[config.mk]
export PLATFORM = sky130hd
export DESIGN_NAME = cpc_cache
export DESIGN_NICKNAME = d
export VERILOG_FILES = /design/src/rtl/cpc_pkg.sv /design/src/rtl/cpc_parity.sv /design/src/rtl/cpc_ctlreg.sv /design/src/rtl/cpc_store.sv /design/src/rtl/cpc_cache.sv
export SDC_FILE = /design/constraint.sdc
export NUM_CORES = 2
export LEC_CHECK = 0
export CAP_MARGIN = 20
export CORE_MARGIN = 2
export CORE_UTILIZATION = 25
export DETAILED_ROUTE_END_ITERATION = 8
export PLACE_DENSITY_LB_ADDON = 0.3
export SLEW_MARGIN = 20
export SYNTH_ARGS = -nofsm -noshare
export SYNTH_HDL_FRONTEND = slang
export SYNTH_HIERARCHICAL = 1
export SYNTH_SLANG_ARGS = --single-unit
[constraint.sdc]
create_clock -name clk -period 4.25 [get_ports clk]
set_input_delay 0.85 -clock clk [delete_from_list [all_inputs] [get_ports clk]]
set_output_delay 0.85 -clock clk [all_outputs]
set_load 0.03 [all_outputs]
[src/rtl/cpc_pkg.sv]
package cpc_pkg;
    typedef enum logic [2:0] {
        ST_IDLE,
        ST_LOOK,
        ST_FILL,
        ST_FLUSH,
        ST_RESP
    } cpc_state_e;

    localparam logic [1:0] DG_TPAR = 2'd0;
    localparam logic [1:0] DG_CTX  = 2'd1;
    localparam logic [1:0] DG_DPAR = 2'd2;
    localparam logic [1:0] DG_WORD = 2'd3;
endpackage

[src/rtl/cpc_parity.sv]
module cpc_parity #(
    parameter int BYTES = 4
) (
    input  logic [8*BYTES-1:0] word,
    output logic [BYTES-1:0]   par
);
    for (genvar b = 0; b < BYTES; b++) begin : g_byte
        assign par[b] = ^word[8*b +: 8];
    end
endmodule

[src/rtl/cpc_ctlreg.sv]
module cpc_ctlreg (
    input  logic        clk,
    input  logic        rst_n,
    input  logic        we,
    input  logic [31:0] wdata,
    input  logic        inc_tag,
    input  logic        inc_data,
    output logic        diag_en,
    output logic [7:0]  ctx,
    output logic [31:0] rdata
);
    logic       ps_q;
    logic [7:0] ctx_q;
    logic [1:0] tag_cnt_q, data_cnt_q;
    logic       unused_wbits;

    assign unused_wbits = ^{wdata[31:16], wdata[7:6], wdata[1]};

    function automatic logic [1:0] sat_step(input logic [1:0] c, input logic inc);
        return (inc && c != 2'd3) ? c + 2'd1 : c;
    endfunction

    always_ff @(posedge clk or negedge rst_n) begin
        if (!rst_n) begin
            ps_q       <= 1'b0;
            ctx_q      <= '0;
            tag_cnt_q  <= '0;
            data_cnt_q <= '0;
        end else begin
            if (we) begin
                ps_q  <= wdata[0];
                ctx_q <= wdata[15:8];
            end
            if (we && wdata[3:2] == 2'd0) tag_cnt_q <= '0;
            else                          tag_cnt_q <= sat_step(tag_cnt_q, inc_tag);
            if (we && wdata[5:4] == 2'd0) data_cnt_q <= '0;
            else                          data_cnt_q <= sat_step(data_cnt_q, inc_data);
        end
    end

    assign diag_en = ps_q;
    assign ctx     = ctx_q;
    assign rdata   = {16'b0, ctx_q, 2'b0, data_cnt_q, tag_cnt_q, 1'b0, ps_q};

    a_r7_data_sat: assert property (@(posedge clk) disable iff (!rst_n)
        (data_cnt_q == 2'd3 && !we) |=> data_cnt_q == 2'd3);
    a_r7_tag_sat: assert property (@(posedge clk) disable iff (!rst_n)
        (tag_cnt_q == 2'd3 && !we) |=> tag_cnt_q == 2'd3);
    a_r8_clear_data: assert property (@(posedge clk) disable iff (!rst_n)
        (we && wdata[5:4] == 2'd0) |=> data_cnt_q == 2'd0);
    a_r8_keep_tag: assert property (@(posedge clk) disable iff (!rst_n)
        (we && wdata[3:2] != 2'd0 && !inc_tag) |=> $stable(tag_cnt_q));
endmodule

[src/rtl/cpc_store.sv]
module cpc_store #(
    parameter int LINES = 8,
    parameter int WORDS = 4,
    localparam int IDX_W = $clog2(LINES),
    localparam int OFF_W = $clog2(WORDS)
) (
    input  logic             clk,
    input  logic             rst_n,
    input  logic [IDX_W-1:0] idx,
    input  logic [OFF_W-1:0] rd_off,
    output logic             rd_valid,
    output logic [31:0]      rd_tagw,
    output logic [3:0]       rd_tpar,
    output logic [31:0]      rd_data,
    output logic [3:0]       rd_dpar,
    input  logic             wd_en,
    input  logic [OFF_W-1:0] wd_off,
    input  logic [31:0]      wd_data,
    input  logic [3:0]       wd_par,
    input  logic             wt_en,
    input  logic [31:0]      wt_word,
    input  logic [3:0]       wt_par,
    input  logic             set_valid,
    input  logic             clr_valid
);
    logic [31:0]      data_q [LINES][WORDS];
    logic [3:0]       dpar_q [LINES][WORDS];
    logic [31:0]      tagw_q [LINES];
    logic [3:0]       tpar_q [LINES];
    logic [LINES-1:0] valid_q;

    always_ff @(posedge clk or negedge rst_n) begin
        if (!rst_n) begin
            valid_q <= '0;
            for (int l = 0; l < LINES; l++) begin
                tagw_q[l] <= '0;
                tpar_q[l] <= '0;
                for (int w = 0; w < WORDS; w++) begin
                    data_q[l][w] <= '0;
                    dpar_q[l][w] <= '0;
                end
            end
        end else begin
            if (wd_en) begin
                data_q[idx][wd_off] <= wd_data;
                dpar_q[idx][wd_off] <= wd_par;
            end
            if (wt_en) begin
                tagw_q[idx] <= wt_word;
                tpar_q[idx] <= wt_par;
            end
            if (set_valid)      valid_q[idx] <= 1'b1;
            else if (clr_valid) valid_q[idx] <= 1'b0;
        end
    end

    assign rd_valid = valid_q[idx];
    assign rd_tagw  = tagw_q[idx];
    assign rd_tpar  = tpar_q[idx];
    assign rd_data  = data_q[idx][rd_off];
    assign rd_dpar  = dpar_q[idx][rd_off];

    a_r6_flush_drops_line: assert property (@(posedge clk) disable iff (!rst_n)
        (clr_valid && !set_valid) |=> !valid_q[$past(idx)]);
    a_r2_fill_sets_line: assert property (@(posedge clk) disable iff (!rst_n)
        set_valid |=> valid_q[$past(idx)]);
endmodule

[src/rtl/cpc_cache.sv]
module cpc_cache
    import cpc_pkg::*;
#(
    parameter int AW    = 16,
    parameter int LINES = 8,
    parameter int WORDS = 4
) (
    input  logic          clk,
    input  logic          rst_n,
    input  logic          req_valid,
    output logic          req_ready,
    input  logic          req_we,
    input  logic [3:0]    req_asi,
    input  logic [AW-1:0] req_addr,
    input  logic [31:0]   req_wdata,
    output logic          resp_valid,
    output logic          resp_retry,
    output logic [31:0]   resp_data,
    output logic          mem_req,
    output logic [AW-1:0] mem_addr,
    input  logic          mem_valid,
    input  logic [31:0]   mem_data,
    input  logic          ctl_we,
    input  logic [31:0]   ctl_wdata,
    output logic [31:0]   ctl_rdata
);
    localparam int IDX_W = $clog2(LINES);
    localparam int OFF_W = $clog2(WORDS);
    localparam int TAG_W = AW - 2 - OFF_W - IDX_W;
    localparam int PAD_W = 32 - 8 - TAG_W;
    localparam logic [OFF_W-1:0] LAST_BEAT = OFF_W'(WORDS - 1);

    cpc_state_e state_q, state_n;

    logic          lat_we;
    logic [3:0]    lat_asi;
    logic [AW-1:0] lat_addr;
    logic [31:0]   lat_wdata;
    logic [OFF_W-1:0] beat_q;
    logic [31:0]   rdata_q, rdata_n;
    logic          tag_err_q, data_err_q;

    logic [IDX_W-1:0] lat_idx;
    logic [OFF_W-1:0] lat_off;
    logic [TAG_W-1:0] lat_tag;
    logic             unused_lowbits;

    assign lat_idx = lat_addr[2+OFF_W +: IDX_W];
    assign lat_off = lat_addr[2 +: OFF_W];
    assign lat_tag = lat_addr[AW-1 -: TAG_W];
    assign unused_lowbits = ^lat_addr[1:0];

    logic        diag_en;
    logic [7:0]  ctx;
    logic        inc_tag, inc_data;

    cpc_ctlreg u_ctl (
        .clk     (clk),
        .rst_n   (rst_n),
        .we      (ctl_we),
        .wdata   (ctl_wdata),
        .inc_tag (inc_tag),
        .inc_data(inc_data),
        .diag_en (diag_en),
        .ctx     (ctx),
        .rdata   (ctl_rdata)
    );

    logic        rd_valid;
    logic [31:0] rd_tagw, rd_data;
    logic [3:0]  rd_tpar, rd_dpar;
    logic        wd_en, wt_en, set_valid, clr_valid;
    logic [OFF_W-1:0] wd_off;
    logic [31:0] wd_data, wt_word;
    logic [3:0]  wd_par, wt_par;

    cpc_store #(.LINES(LINES), .WORDS(WORDS)) u_store (
        .clk      (clk),
        .rst_n    (rst_n),
        .idx      (lat_idx),
        .rd_off   (lat_off),
        .rd_valid (rd_valid),
        .rd_tagw  (rd_tagw),
        .rd_tpar  (rd_tpar),
        .rd_data  (rd_data),
        .rd_dpar  (rd_dpar),
        .wd_en    (wd_en),
        .wd_off   (wd_off),
        .wd_data  (wd_data),
        .wd_par   (wd_par),
        .wt_en    (wt_en),
        .wt_word  (wt_word),
        .wt_par   (wt_par),
        .set_valid(set_valid),
        .clr_valid(clr_valid)
    );

    // parity generators: refill word, refill tag word, stored tag, stored word
    logic [31:0] fill_tagw;
    logic [3:0]  fill_dpar, fill_tpar, chk_tpar, chk_dpar;
    assign fill_tagw = {ctx, {PAD_W{1'b0}}, lat_tag};

    cpc_parity u_par_fill_d (.word(mem_data),  .par(fill_dpar));
    cpc_parity u_par_fill_t (.word(fill_tagw), .par(fill_tpar));
    cpc_parity u_par_chk_t  (.word(rd_tagw),   .par(chk_tpar));
    cpc_parity u_par_chk_d  (.word(rd_data),   .par(chk_dpar));

    logic is_diag, hit, tag_bad, data_bad;
    assign is_diag  = diag_en && (lat_asi[3:2] == 2'b11);
    assign hit      = rd_valid && (rd_tagw[TAG_W-1:0] == lat_tag);
    assign tag_bad  = (chk_tpar != rd_tpar);
    assign data_bad = (chk_dpar != rd_dpar);

    // state register
    always_ff @(posedge clk or negedge rst_n) begin
        if (!rst_n) state_q <= ST_IDLE;
        else        state_q <= state_n;
    end

    // next state
    always_comb begin
        state_n = state_q;
        unique case (state_q)
            ST_IDLE:  if (req_valid) state_n = ST_LOOK;
            ST_LOOK: begin
                if (is_diag || lat_we)          state_n = ST_RESP;
                else if (hit && (tag_bad || data_bad)) state_n = ST_FLUSH;
                else if (hit)                   state_n = ST_RESP;
                else                            state_n = ST_FILL;
            end
            ST_FILL:  if (mem_valid && beat_q == LAST_BEAT) state_n = ST_LOOK;
            ST_FLUSH: state_n = ST_IDLE;
            ST_RESP:  state_n = ST_IDLE;
            default:  state_n = ST_IDLE;
        endcase
    end

    // outputs and store controls
    always_comb begin
        wd_en     = 1'b0;
        wd_off    = lat_off;
        wd_data   = rd_data;
        wd_par    = rd_dpar;
        wt_en     = 1'b0;
        wt_word   = rd_tagw;
        wt_par    = rd_tpar;
        set_valid = 1'b0;
        clr_valid = 1'b0;
        inc_tag   = 1'b0;
        inc_data  = 1'b0;
        rdata_n   = rdata_q;
        unique case (state_q)
            ST_IDLE: ;
            ST_LOOK: begin
                rdata_n = '0;
                if (is_diag && lat_we) begin
                    unique case (lat_asi[1:0])
                        DG_TPAR: begin wt_en = 1'b1; wt_par  = lat_wdata[3:0]; end
                        DG_CTX:  begin wt_en = 1'b1; wt_word = {lat_wdata[7:0], rd_tagw[23:0]}; end
                        DG_DPAR: begin wd_en = 1'b1; wd_par  = lat_wdata[3:0]; end
                        DG_WORD: begin wd_en = 1'b1; wd_data = lat_wdata; end
                        default: ;
                    endcase
                end else if (is_diag) begin
                    unique case (lat_asi[1:0])
                        DG_TPAR: rdata_n = {28'b0, rd_tpar};
                        DG_CTX:  rdata_n = {24'b0, rd_tagw[31:24]};
                        DG_DPAR: rdata_n = {28'b0, rd_dpar};
                        DG_WORD: rdata_n = rd_data;
                        default: ;
                    endcase
                end else if (!lat_we && hit && !tag_bad && !data_bad) begin
                    rdata_n = rd_data;
                end
            end
            ST_FILL: begin
                if (mem_valid) begin
                    wd_en   = 1'b1;
                    wd_off  = beat_q;
                    wd_data = mem_data;
                    wd_par  = fill_dpar;
                    if (beat_q == LAST_BEAT) begin
                        wt_en     = 1'b1;
                        wt_word   = fill_tagw;
                        wt_par    = fill_tpar;
                        set_valid = 1'b1;
                    end
                end
            end
            ST_FLUSH: begin
                clr_valid = 1'b1;
                inc_tag   = tag_err_q;
                inc_data  = data_err_q;
            end
            ST_RESP: ;
            default: ;
        endcase
    end

    // request latch and datapath registers
    always_ff @(posedge clk or negedge rst_n) begin
        if (!rst_n) begin
            lat_we     <= 1'b0;
            lat_asi    <= '0;
            lat_addr   <= '0;
            lat_wdata  <= '0;
            beat_q     <= '0;
            rdata_q    <= '0;
            tag_err_q  <= 1'b0;
            data_err_q <= 1'b0;
        end else begin
            rdata_q <= rdata_n;
            if (state_q == ST_IDLE && req_valid) begin
                lat_we    <= req_we;
                lat_asi   <= req_asi;
                lat_addr  <= req_addr;
                lat_wdata <= req_wdata;
            end
            if (state_q == ST_LOOK) begin
                beat_q     <= '0;
                tag_err_q  <= tag_bad;
                data_err_q <= data_bad;
            end else if (state_q == ST_FILL && mem_valid) begin
                beat_q <= beat_q + 1'b1;
            end
        end
    end

    assign req_ready  = (state_q == ST_IDLE);
    assign resp_valid = (state_q == ST_RESP) || (state_q == ST_FLUSH);
    assign resp_retry = (state_q == ST_FLUSH);
    assign resp_data  = rdata_q;
    assign mem_req    = (state_q == ST_FILL);
    assign mem_addr   = {lat_tag, lat_idx, {(OFF_W+2){1'b0}}};

    a_r4_retry_no_data: assert property (@(posedge clk) disable iff (!rst_n)
        resp_retry |-> (resp_valid && resp_data == '0));
    a_r2_addr_stable: assert property (@(posedge clk) disable iff (!rst_n)
        (mem_req && $past(mem_req)) |-> $stable(mem_addr));
    a_r2_line_aligned: assert property (@(posedge clk) disable iff (!rst_n)
        mem_req |-> (mem_addr[OFF_W+1:0] == '0));
    a_r3_no_fill_while_resp: assert property (@(posedge clk) disable iff (!rst_n)
        resp_valid |-> (!mem_req && !req_ready));
    a_r6_flush_then_idle: assert property (@(posedge clk) disable iff (!rst_n)
        resp_retry |=> req_ready);
endmodule

# == Word level (Yosys, flattened, before mapping) ==
# Index checks and enable logic that the tools add are counted.
# totals
rom_bits,0
ramBits,0
out_inout_bits,84
latchBits,0
input_bits,122
memories,0
wordCells,264
ff_bits,1553
# op_classes
multipliers,0
n_lt_le_gt_ge,7
shift,0
n_mux,89
n_addsub,3
bitwise_logic,6
eq_ne,16
n_div,0
reduce_logical,49
# op_table
cell,count
1024-bit bitwise mux,1
32-bit two-way mux,16
128-bit binary-select mux with 3-bit select,1
128-bit demux with 3-bit select,1
128-bit two-way mux,3
256-bit bitwise mux,1
128-bit bitwise mux,1
32-bit case mux with 2 select lines,2
32-bit case mux with 4 select lines,1
8-bit parity,15
32-bit binary-select mux with 3-bit select,1
32-bit demux with 3-bit select,1
32-bit binary-select mux with 2-bit select,1
32-bit demux with 2-bit select,1
4-bit two-way mux,13
16-bit binary-select mux with 3-bit select,1
16-bit demux with 3-bit select,1
16-bit two-way mux,3
32-bit bitwise mux,1
1-bit logical AND,17
2-bit two-way mux,8
8-bit two-way mux,2
4-bit case mux with 2 select lines,2
3-bit two-way mux,5
37 further kinds,71

# == Logic depth before layout (Yosys ltp) ==
# depth
ltp_word,14
depth_mapped,18
mapped_depth_nobuf,13

# == By module ==
# The synthesis kept the hierarchy.
# by_module_without_submodules
module,instances,cells_per_inst,seq_area_each_um2,area_per_inst_um2
cpc_store,1,4785,36234.8,66169.7
cpc_cache,1,585,2252.2,5421.4
cpc_parity,4,28,0.0,245.2
cpc_ctlreg,1,66,325.3,769.5

# == Worst setup path before layout ==
# OpenSTA, ideal clock, no wires.
# synth_timing
kind,register -> register
from,register lat_addr[5]
to,register rdata_q[13] (netlist: resp_data[13])
t_required_ps,4185
path_stages_with_launch,17
n_path_buf,5
setup_slack_ps,580
synth_period_minus_slack_ps,3670
setup_time_ps,65
t_arrival_ps,3605
path_cell_list,dfrtp_1 buf_4 buf_6 inv_2 buf_1 clkbuf_1 a211oi_1 o32ai_1 xnor2_1 xnor2_1 xnor2_1 xor2_1 nor4_2 nand2_1 nor3_4 buf_6 a21o_1
# synth_between
elab_chain_cells,14
word_cells_on_any_way,42
cone_classes,eq/ne (3); mux (24); bitwise (1); reduce/logical (14)
# synth_rtl
element,line_no,source
from (decl),cpc_cache.sv:37,logic [AW-1:0] lat_addr;
from (signal assigned),cpc_cache.sv:216,lat_addr <= req_addr;
3-bit inverter with 4-bit output (not written as such),cpc_store.sv:60,assign rd_data = data_q[idx][rd_off];
128-bit binary-select mux with 3-bit select,cpc_store.sv:60,
128-bit two-way mux (not written as such) (2 in series),cpc_store.sv:60,
32-bit binary-select mux with 2-bit select,cpc_store.sv:60,
32-bit two-way mux (not written as such) (2 in series),cpc_store.sv:60,
via rd_data[12],cpc_cache.sv:70,"logic [31:0] rd_tagw, rd_data;"
8-bit parity,cpc_parity.sv:8,assign par[b] = ^word[8*b +: 8];
via chk_dpar[1],cpc_cache.sv:100,"logic [3:0] fill_dpar, fill_tpar, chk_tpar, chk_dpar;"
4-bit inequality test,cpc_cache.sv:112,assign data_bad = (chk_dpar != rd_dpar);
1-bit logical NOT,cpc_cache.sv:172,end else if (!lat_we && hit && !tag_bad && !data_bad) begin
1-bit logical AND,cpc_cache.sv:172,
32-bit two-way mux,cpc_cache.sv:172,
32-bit two-way mux,cpc_cache.sv:164,end else if (is_diag) begin
32-bit two-way mux,cpc_cache.sv:156,if (is_diag && lat_we) begin
to (signal assigned),cpc_cache.sv:212,rdata_q <= rdata_n;
to (decl),cpc_cache.sv:40,"logic [31:0] rdata_q, rdata_n;"
# The timed path passes the listed nets, and every way through them passes these cells. The select of a mux whose other input is x is not followed.
# A chain may end at the register's enable or synchronous reset.

# == Worst setup path after layout ==
# layout_timing
from,register lat_addr[6]
to,register rdata_q[29] (netlist: resp_data[29])
# Same word-level chain as after synthesis.

==> impl_results.md <==
* Die area at 0.2977 mm^2
* Vias per cell at 5.043
* Arrival @ worst endpoint at 5.12 ns
* Top Ports at 206
* Final hold violations at 0
* Final WS setup at -0.1146 ns
* Largest family of logic cells by synthesized area: multiplexers
* Xor and xnor area share after synthesis at 1.576%
* Via Count at 50510
* Share of the synthesized area in the top cell type at 52.92%
* RSZ-0062 raised after global routing: yes
* Post-Route WL at 273000 um
* Post-synth top area cell: dfrtp_1
* Crit share post-route at 102.7%
* Failing checks: negative setup slack
* Clock sink count at 1551
* Sequential-to-total area share from yosys stat at 52.92%
* Warning count from the yosys run at 6
* P&R area growth vs syn at 23.20%
* Drt initial violations at 3843
* Rel. slew slack at 28.97%
* Synth top cells by count: 1551 x dfrtp_1, 1540 x mux2_2, 262 x mux2i_1
* CP Class: reg -> reg
* Mapped Area at 0.07334 mm^2
* Required time worst endpoint at 5.01 ns
* Clk_lat worst skew at 0.85 ns
* Wire per inst at 27.26 um
* Remaining DRCs at 0
* Largest cells by area after synthesis: dfrtp_1 53%, mux2_2 24%, mux2i_1 3.6%, a221oi_1 2.1%, xnor2_1 1.3%
* Ys async rst share at 100.0%
* Vias in the first global route at 52210
* TritonCTS buffer count at 172
* Critical-path cell list: buf_12 -> buf_16 -> and3b_2 -> buf_12 -> nand2_2 -> nand2_1 -> a2111o_1 -> a32o_2 -> xnor2_2 -> xnor2_2 -> xnor2_2 -> xor2_4 -> nor4_4 -> buf_6 -> nand2_4 -> nor3_4 -> buf_12 -> buf_16 -> a21o_1
* Input/output buffers at 161
* HP Class: reg -> reg
* Rows at 198
* Share of layout cells above drive strength 1 at 42.65%
* Clock Skew at 0.04789 ns
* Slowest stage cell on the critical path: dfrtp_4
* Setup crit end kind: flop
* Global-route wire length before repair at 392800 um
* Critical path's largest stage delay at 0.57 ns
* Worst-path clk slew at 0.06 ns
* DR pass1 iterations at 6
* Post-Synth Simple-Gate Area at 3.061%
* Worst Setup Start Kind: flop
* Tightest Pin Transition at 1.065 ns
* Total Routing Usage GR at 17.95%
* Crit path max fanout at 7
* Clock Path Buffers at 3
* Compound-Gate Fraction of Synth Area at 9.417%
* Mux share of post-synthesis cell area at 29.03%
* Root buffer cell: clkbuf_16
* H-tree depth at 4
* Max VDD drop at 0.5176 mV
* Total power at 69.06 mW
* Initial Util at 25.17%
* Fin nets at 6099
* Antenna Nets Post-Route at 0
* Setup TNS at -1.465 ns
* Pwr per Cell Area at 764.3 mW/mm^2
* Count of cell types in the netlist at 75
* Post-synth EDFFs at 0
* Hpwl dp at 170200 um
* Largest net degree at the start of global routing at 107
* Final min period at 4.365 ns
* RePlAce Congestion at 0.8294
* Run status: finished with violations
* Setup violations, final at 30
* Die X at 545.6 um
* Count leader, synth: dfrtp_1
* Syn_area_per_cell at 13.22 um^2
* CORE AREA at 0.2913 mm^2
* Top_reg_cell synth: dfrtp_1
* Slew Limit Fails at 0
* Cells after Synth at 5548
* Post-synthesis adder-cell area fraction at 0.05118%
* Total gr overflow at 0
* Clock tree from TritonCTS: built
* Leakage power at 42.36 nW
* Yosys reg bits at 1551
* Max cap viols at 0
* Final Core Density at 31.02%
* Initial antenna violation count at 5
* Die height at 545.6 um
* Fmax at 0.2291 GHz
-- flip-flops by register name, indices dropped and copies added, names as in the netlist, 2 cells and up, named ones only --
name	cells
state_q	3
u_store/data_q	1024
u_ctl/ctx	8
lat_wdata	32
u_ctl/tag_cnt_q	2
lat_asi	4
beat_q	2
u_ctl/data_cnt_q	2
lat_addr	14
u_store/tagw_q	256
u_store/tpar_q	32
u_store/dpar_q	128
resp_data	32
-- worst max-delay path: cells and delay by family (launching register included) --
family | cells | cell delay (ns)
DFF | 1 | 0.57
buffers and inverters | 6 | 1.05
and+or+nand+nor | 6 | 1.00
xor gates and xnor gates | 4 | 0.84
AOI/OAI and AO/OA | 3 | 0.75
-- worst paths after layout --
path	slack (ns)	depth (start not counted)	end	startpoint
min in group asynchronous	0.69	2	u_store/tagw_q[122]$_DFFE_PN0P_	rst_n
min	0.49	2	data_err_q$_DFFE_PN0P_	data_err_q$_DFFE_PN0P_
max in group asynchronous	2.15	3	lat_addr[4]$_DFFE_PN0P_	rst_n
max reg2reg	-0.11	19	resp_data[29]$_DFFE_PN0P_	lat_addr[6]$_DFFE_PN0P_
max	-0.11	19	resp_data[29]$_DFFE_PN0P_	lat_addr[6]$_DFFE_PN0P_
min reg2reg	0.49	2	data_err_q$_DFFE_PN0P_	data_err_q$_DFFE_PN0P_
-- layout make-up --
| cell class | instances | area, um^2 |
|---|---|---|
| flip-flops and latches | 1551 | 38830 |
| fillers | 29140 | 201000 |
| multi-input cells | 3476 | 32450 |
| diodes | 3 | 7.507 |
| repair buffers | 765 | 8592 |
| well taps | 3900 | 4880 |
| clock buffers | 267 | 5115 |
| inverters | 8 | 46.29 |
| clock inverters | 46 | 437.9 |
-- through the flow --
| stage | instance area (um^2) | worst slack, ns | hold WS [ns] | std cells |
|---|---|---|---|---|
| detailed placement | 83180 | -0.5331 | 0.4747 | 9633 |
| global route | 90360 | -0.1961 | 0.5034 | 10010 |
| floorplan | 73480 | 0.5802 | 0.4418 | 5584 |
| global placement | 83180 | -0.5255 | 0.4625 | 9633 |
| CTS | 90240 | -0.03841 | 0.4880 | 10010 |
| finish | 90360 | -0.1146 | 0.4851 | 10020 |
-- cells in the final DEF (no fill, tap or decap), drive strengths merged, types with 24 or more instances in the layout --
cell type,instances
a211oi,50
a21o,40
a21oi,140
a221o,47
a221oi,177
a22o,50
a22oi,98
a31oi,31
buf,599
clkbuf,267
clkdlybuf4s50,160
clkinv,35
conb,38
dfrtp,1551
mux2,1606
mux2i,262
mux4,26
nand2,240
nor2,114
o21ai,171
o2bb2ai,31
xnor2,108
xor2,24
-- repair_timing --
item | CTS | global route
endpoints found under the setup margin | 34 | 34
pin swaps | 52 | 3
gates resized for setup | 140 | 23
hold buffers | 1 | 0
cloned | 10 | 0
hold endpoints to repair | 13 | 0
setup buffers | 57 | 1
-- report_power, final --
part	total [mW]	internal [mW]	switching, mW	leakage (nW)
Clock	14.9	8.48	6.39	2.74
Sequential	21.3	18.9	2.38	21.4
Combinational	32.9	13.7	19.2	18.3
-- per-layer routing --
| metal | vias to the layer above | global-route usage, % | part of all wire [%] |
|---|---|---|---|
| li1 | 21280 | - | - |
| met1 | 27330 | 24.19 | 44 |
| met2 | 1464 | 29.43 | 47 |
| met3 | 443 | 2.716 | 5.0 |
| met4 | 2 | 5.703 | 3.3 |
| met5 | - | 0 | 0.0048 |
-- cells by family after synthesis --
group | count (synthesis)
compound gates | 955
other cells | 2
fa+ha+maj | 3
simple gates | 454
flops | 1551
buf+inv | 557
mux | 1894
xor+xnor | 132
Note: power is estimated with default switching activity, not from simulation.
